`src/rtl/iopred_pkg.sv`:
```
package iopred_pkg;
    // Operand slots checked per instruction; the write slot uses the write-side acks.
    localparam int unsigned SLOT_RD_A = 0;
    localparam int unsigned SLOT_RD_B = 1;
    localparam int unsigned SLOT_WR   = 2;
    localparam int unsigned NUM_SLOTS = 3;
endpackage

```
`src/rtl/iopred_decode.sv`:
```
module iopred_decode #(
    parameter int unsigned ADDR_W = 10,
    parameter int unsigned PORTS  = 4,
    parameter int unsigned PORT_W = (PORTS > 1) ? $clog2(PORTS) : 1
) (
    input  logic [ADDR_W-1:0] addr,
    output logic              is_io,
    output logic [PORT_W-1:0] idx,
    output logic [PORTS-1:0]  onehot
);
    always_comb begin
        is_io  = (addr < ADDR_W'(PORTS));
        idx    = addr[PORT_W-1:0];
        onehot = is_io ? (PORTS'(1) << idx) : '0;
    end
endmodule

```
`src/rtl/iopred_acksel.sv`:
```
module iopred_acksel #(
    parameter int unsigned PORTS  = 4,
    parameter int unsigned PORT_W = (PORTS > 1) ? $clog2(PORTS) : 1
) (
    input  logic [PORTS-1:0]  ack,
    input  logic              is_io,
    input  logic [PORT_W-1:0] idx,
    output logic              ready
);
    // Same selection structure as the port data mux; non-port operands are ready.
    always_comb begin
        ready = is_io ? ack[idx] : 1'b1;
    end
endmodule

```
`src/rtl/iopred_unit.sv`:
```
module iopred_unit
    import iopred_pkg::*;
#(
    parameter int unsigned PORTS   = 4,
    parameter int unsigned ADDR_W  = 10,
    parameter int unsigned INSTR_W = 36
) (
    input  logic               clk,
    input  logic               rst_n,
    input  logic               issue_valid,
    input  logic [INSTR_W-1:0] issue_instr,
    input  logic [ADDR_W-1:0]  rd_addr_a,
    input  logic [ADDR_W-1:0]  rd_addr_b,
    input  logic [ADDR_W-1:0]  wr_addr,
    input  logic [PORTS-1:0]   rd_ack,
    input  logic [PORTS-1:0]   wr_ack,
    output logic               out_valid,
    output logic               annul,
    output logic [INSTR_W-1:0] out_instr,
    output logic [PORTS-1:0]   rd_req,
    output logic [PORTS-1:0]   wr_req
);
    localparam int unsigned PORT_W = (PORTS > 1) ? $clog2(PORTS) : 1;

    typedef struct packed {
        logic               valid;
        logic [INSTR_W-1:0] instr;
        logic [ADDR_W-1:0]  addr_a;
        logic [ADDR_W-1:0]  addr_b;
        logic [ADDR_W-1:0]  addr_w;
    } stage1_t;

    typedef struct packed {
        logic               valid;
        logic               annul;
        logic [INSTR_W-1:0] instr;
        logic [PORTS-1:0]   rd_req;
        logic [PORTS-1:0]   wr_req;
    } stage2_t;

    stage1_t s1_d, s1_q;
    stage2_t s2_d, s2_q;

    logic [ADDR_W-1:0]    slot_addr [NUM_SLOTS];
    logic [PORTS-1:0]     slot_ack  [NUM_SLOTS];
    logic [PORTS-1:0]     slot_sel  [NUM_SLOTS];
    logic [PORT_W-1:0]    slot_idx  [NUM_SLOTS];
    logic [NUM_SLOTS-1:0] slot_is_io;
    logic [NUM_SLOTS-1:0] slot_ready;

    assign slot_addr[SLOT_RD_A] = s1_q.addr_a;
    assign slot_addr[SLOT_RD_B] = s1_q.addr_b;
    assign slot_addr[SLOT_WR]   = s1_q.addr_w;
    assign slot_ack[SLOT_RD_A]  = rd_ack;
    assign slot_ack[SLOT_RD_B]  = rd_ack;
    assign slot_ack[SLOT_WR]    = wr_ack;

    for (genvar s = 0; s < NUM_SLOTS; s++) begin : g_slot
        iopred_decode #(
            .ADDR_W (ADDR_W),
            .PORTS  (PORTS),
            .PORT_W (PORT_W)
        ) u_dec (
            .addr   (slot_addr[s]),
            .is_io  (slot_is_io[s]),
            .idx    (slot_idx[s]),
            .onehot (slot_sel[s])
        );

        iopred_acksel #(
            .PORTS  (PORTS),
            .PORT_W (PORT_W)
        ) u_sel (
            .ack    (slot_ack[s]),
            .is_io  (slot_is_io[s]),
            .idx    (slot_idx[s]),
            .ready  (slot_ready[s])
        );
    end

    always_comb begin
        logic all_ready;
        logic fire;

        s1_d.valid  = issue_valid;
        s1_d.instr  = issue_instr;
        s1_d.addr_a = rd_addr_a;
        s1_d.addr_b = rd_addr_b;
        s1_d.addr_w = wr_addr;

        all_ready = &slot_ready;
        fire      = s1_q.valid & all_ready;

        s2_d.valid  = s1_q.valid;
        s2_d.annul  = s1_q.valid & ~all_ready;
        s2_d.instr  = fire ? s1_q.instr : '0;
        s2_d.rd_req = fire ? (slot_sel[SLOT_RD_A] | slot_sel[SLOT_RD_B]) : '0;
        s2_d.wr_req = fire ? slot_sel[SLOT_WR] : '0;
    end

    always_ff @(posedge clk) begin
        if (!rst_n) begin
            s1_q <= '0;
            s2_q <= '0;
        end else begin
            s1_q <= s1_d;
            s2_q <= s2_d;
        end
    end

    assign out_valid = s2_q.valid;
    assign annul     = s2_q.annul;
    assign out_instr = s2_q.instr;
    assign rd_req    = s2_q.rd_req;
    assign wr_req    = s2_q.wr_req;
endmodule

```
`config.mk`:
```
export PLATFORM = sky130hd
export DESIGN_NAME = iopred_unit
export DESIGN_NICKNAME = d
export VERILOG_FILES = /design/src/rtl/iopred_pkg.sv /design/src/rtl/iopred_decode.sv /design/src/rtl/iopred_acksel.sv /design/src/rtl/iopred_unit.sv
export SDC_FILE = /design/constraint.sdc
export NUM_CORES = 1
export LEC_CHECK = 0
export BUFFER_PORTS_ARGS = -buffer_cell sky130_fd_sc_hd__buf_2
export CORE_ASPECT_RATIO = 0.75
export CORE_UTILIZATION = 40
export DETAILED_ROUTE_END_ITERATION = 10
export PLACE_DENSITY = 0.67
export SYNTH_ARGS = -nofsm -noshare
export SYNTH_HDL_FRONTEND = slang
export SYNTH_HIERARCHICAL = 1
export SYNTH_SLANG_ARGS = --single-unit
```
`constraint.sdc`:
```
create_clock -name clk -period 3.2 [get_ports clk]
set_input_delay 0.96 -clock clk [delete_from_list [all_inputs] [get_ports clk]]
set_output_delay 0.96 -clock clk [all_outputs]
set_load 0.01 [all_outputs]
```
==> impl_metrics.json <==
{
  "die_h_um": 82.28,
  "place_area_mm2": 0.004033,
  "relSlewSlack": 0.1361,
  "drt-initial-drc-count": 61,
  "finClkSkew_ns": 0.009265,
  "cpPeakStageDelay_ns": 0.62,
  "crit_chain": "buf_2 -> mux4_2 -> nand2b_1 -> and3_1 -> and3_1",
  "drc": 0,
  "dr.pass1.iters": 4,
  "io_buffers": 122,
  "ys_warn_count": 6,
  "root_buffer": "clkbuf_16",
  "htree_levels": 4,
  "start_util": 0.4247,
  "p_clk_frac": 0.548,
  "post_cts_buffers": 0,
  "via_per_inst": 4.390,
  "std_cell_rows": 28,
  "pin_count": 123,
  "irDropWorstVdd_mv": 0.4950,
  "swShare": 0.1918,
  "routed_wl_um": 6435,
  "crit_arrival_ns": 2.72,
  "ant_nets": 0,
  "p_int_mw": 2.930,
  "die_area_mm2": 0.008971,
  "place_ws_ns": 0.4001,
  "clkSinkCount": 113,
  "worst_pin_slew_ns": 1.296,
  "max_cap_viol_count": 0,
  "finalSetupViolations": 0,
  "cp-start-kind": "input pin",
  "cts_tree": "yes",
  "nets": 480,
  "syn2layout_area_growth_pct": 35.97,
  "yosysTopAreaCell": "dfxtp_1",
  "worstHoldPathType": "flop to flop",
  "run_status": "completed",
  "synthesis.instances": 283,
  "leakage_nw": 2.362,
  "post_cts_resized": 0,
  "drt-wirelength-per-cell_um": 12.35,
  "layout_min_cycle_time_ns": 2.438,
  "grt_overflow": 0,
  "seq_power_share": 0.408,
  "worst_path_max_delay_cell": "and3_1",
  "grt_pass1_vias": 2011,
  "antenna_found_initial": 0,
  "dp.cells": 489,
  "core_mm2": 0.008093,
  "antenna_cells": 0,
  "slew_viol_final": 0,
  "cts.hold.buffers_added": 0,
  "num_vias": 2287,
  "ys_ff_latch": 113,
  "synth_area_leaders": "dfxtp_1 (66%), and2_1 (12%), and3_1 (7.5%)",
  "switchingPower_mw": 0.6953,
  "finalNonFillerCells": 521,
  "whs_ns": 0.4411,
  "place_hpwl_um": 4208,
  "final_common_cell": "buf_2",
  "final_area_mm2": 0.004673,
  "cts_max_path_buffers": 2,
  "endpoint_kind": "flop",
  "syn_area_per_cell_um2": 12.15,
  "die_x_um": 109.0,
  "crit_family": "simple AND/OR/NAND/NOR gates",
  "grt_max_degree": 68,
  "final_cell_mix": "buf_2 (122), dfxtp_1 (113), and2_1 (68)",
  "required_ns": 3.48,
  "path_max_fanout": 45,
  "hold_violations": 0,
  "power_frac_comb": 0.043,
  "netlist-cell-type-count": 20,
  "cp_common_cell": "and3_1",
  "finalCritPeriodShare": 0.7619,
  "insertion_delay_ns": 0.40,
  "cts_buffers": 17,
  "path_buf_inv": 1,
  "clkTransAtPathRegs_ns": 0.05,
  "tns_ns": 0,
  "synth_area_mm2": 0.003437,
  "critPathKind": "input pin to flop",
  "yosysTopAreaCellShare": 0.6582,
  "final.setup.worst_slack_ns": 0.7620,
  "fmax_mhz": 410.2,
  "seq_area_frac_synth": 0.6582,
  "pwr_density_cell_mw_per_mm2": 775.9,
  "grtUsageTotal": 0.1519,
  "synth_fp_nets": 360,
  "rsz0062_at_grt": "false",
  "gp_congestion": 0.7011,
  "drive_gt1_frac": 0.3990,
  "grt_first_pass_wirelength_um": 9742
}
## kinds of logic after synthesis
group,share of synthesized area
and+or+nand+nor,0.2603
buffers and inverters,0.05023
AOI/OAI and AO/OA,0.01165
DFF,0.6582
muxes,0.01966
## power by group through the flow
stage	registers [mW]	clock network, mW	logic, mW
floorplan	1.51	0	0.0974
finish	1.48	1.99	0.158
CTS	1.48	2.03	0.160
global route	1.48	2.10	0.176
detailed placement	1.51	0	0.158
global placement	1.51	0	0.154
## cells in the mapped netlist
cell type  count
nor2b_1        1
nand2b_1       3
buf_6          4
buf_4          6
buf_8          1
and2_1        68
and3_1        41
inv_1          3
nor4_1         6
dfxtp_1      113
o211a_1        4
nor2_1         3
clkbuf_1       3
clkbuf_2       4
mux4_2         3
buf_2          5
or4_4          6
nand2_1        3
nor3_1         3
nor4b_2        3
## state kept, by name (all words and copies together), names as in the netlist
name,cells
wr_req,4
out_valid,1
rd_req,4
s1_q,67
annul,1
out_instr,36
## final cells by class
class / count / area [um2]
clock buffer: 23 / 488.0
clock inverter: 9 / 152.6
fill: 700 / 3420
inverter: 3 / 11.26
multi-input combinational: 144 / 1002
sequential: 113 / 2262
tap: 105 / 131.4
timing repair buffer: 124 / 625.6
## layer usage
layer / routed length (um) / global-route usage / up-vias
met4: 87 / 0.09324 / 0
li1: - / - / 1170
met5: 0 / 0 / -
met3: 479 / 0.06201 / 9
met2: 2920 / 0.2214 / 86
met1: 2948 / 0.1878 / 1022
## worst paths after layout
kind | cells after the start | endpoint | from | slack, ns
worst max-delay path | 5 | out_instr[31] | wr_ack[3] | 0.76
worst min-delay path | 1 | out_instr[0] | s1_q[30] | 0.44
worst max register to register | 4 | out_instr[31] | s1_q[20] | 0.94
worst min register to register | 1 | out_instr[0] | s1_q[30] | 0.44
## through the flow
step	utilization	power, mW
6_report	0.5775	3.626
3_3_place_gp	0.4983	1.661
4_1_cts	0.5775	3.667
5_1_grt	0.5775	3.759
2_1_floorplan	-	1.606
3_5_place_dp	0.4983	1.668
(Power assumes the default switching activity.)
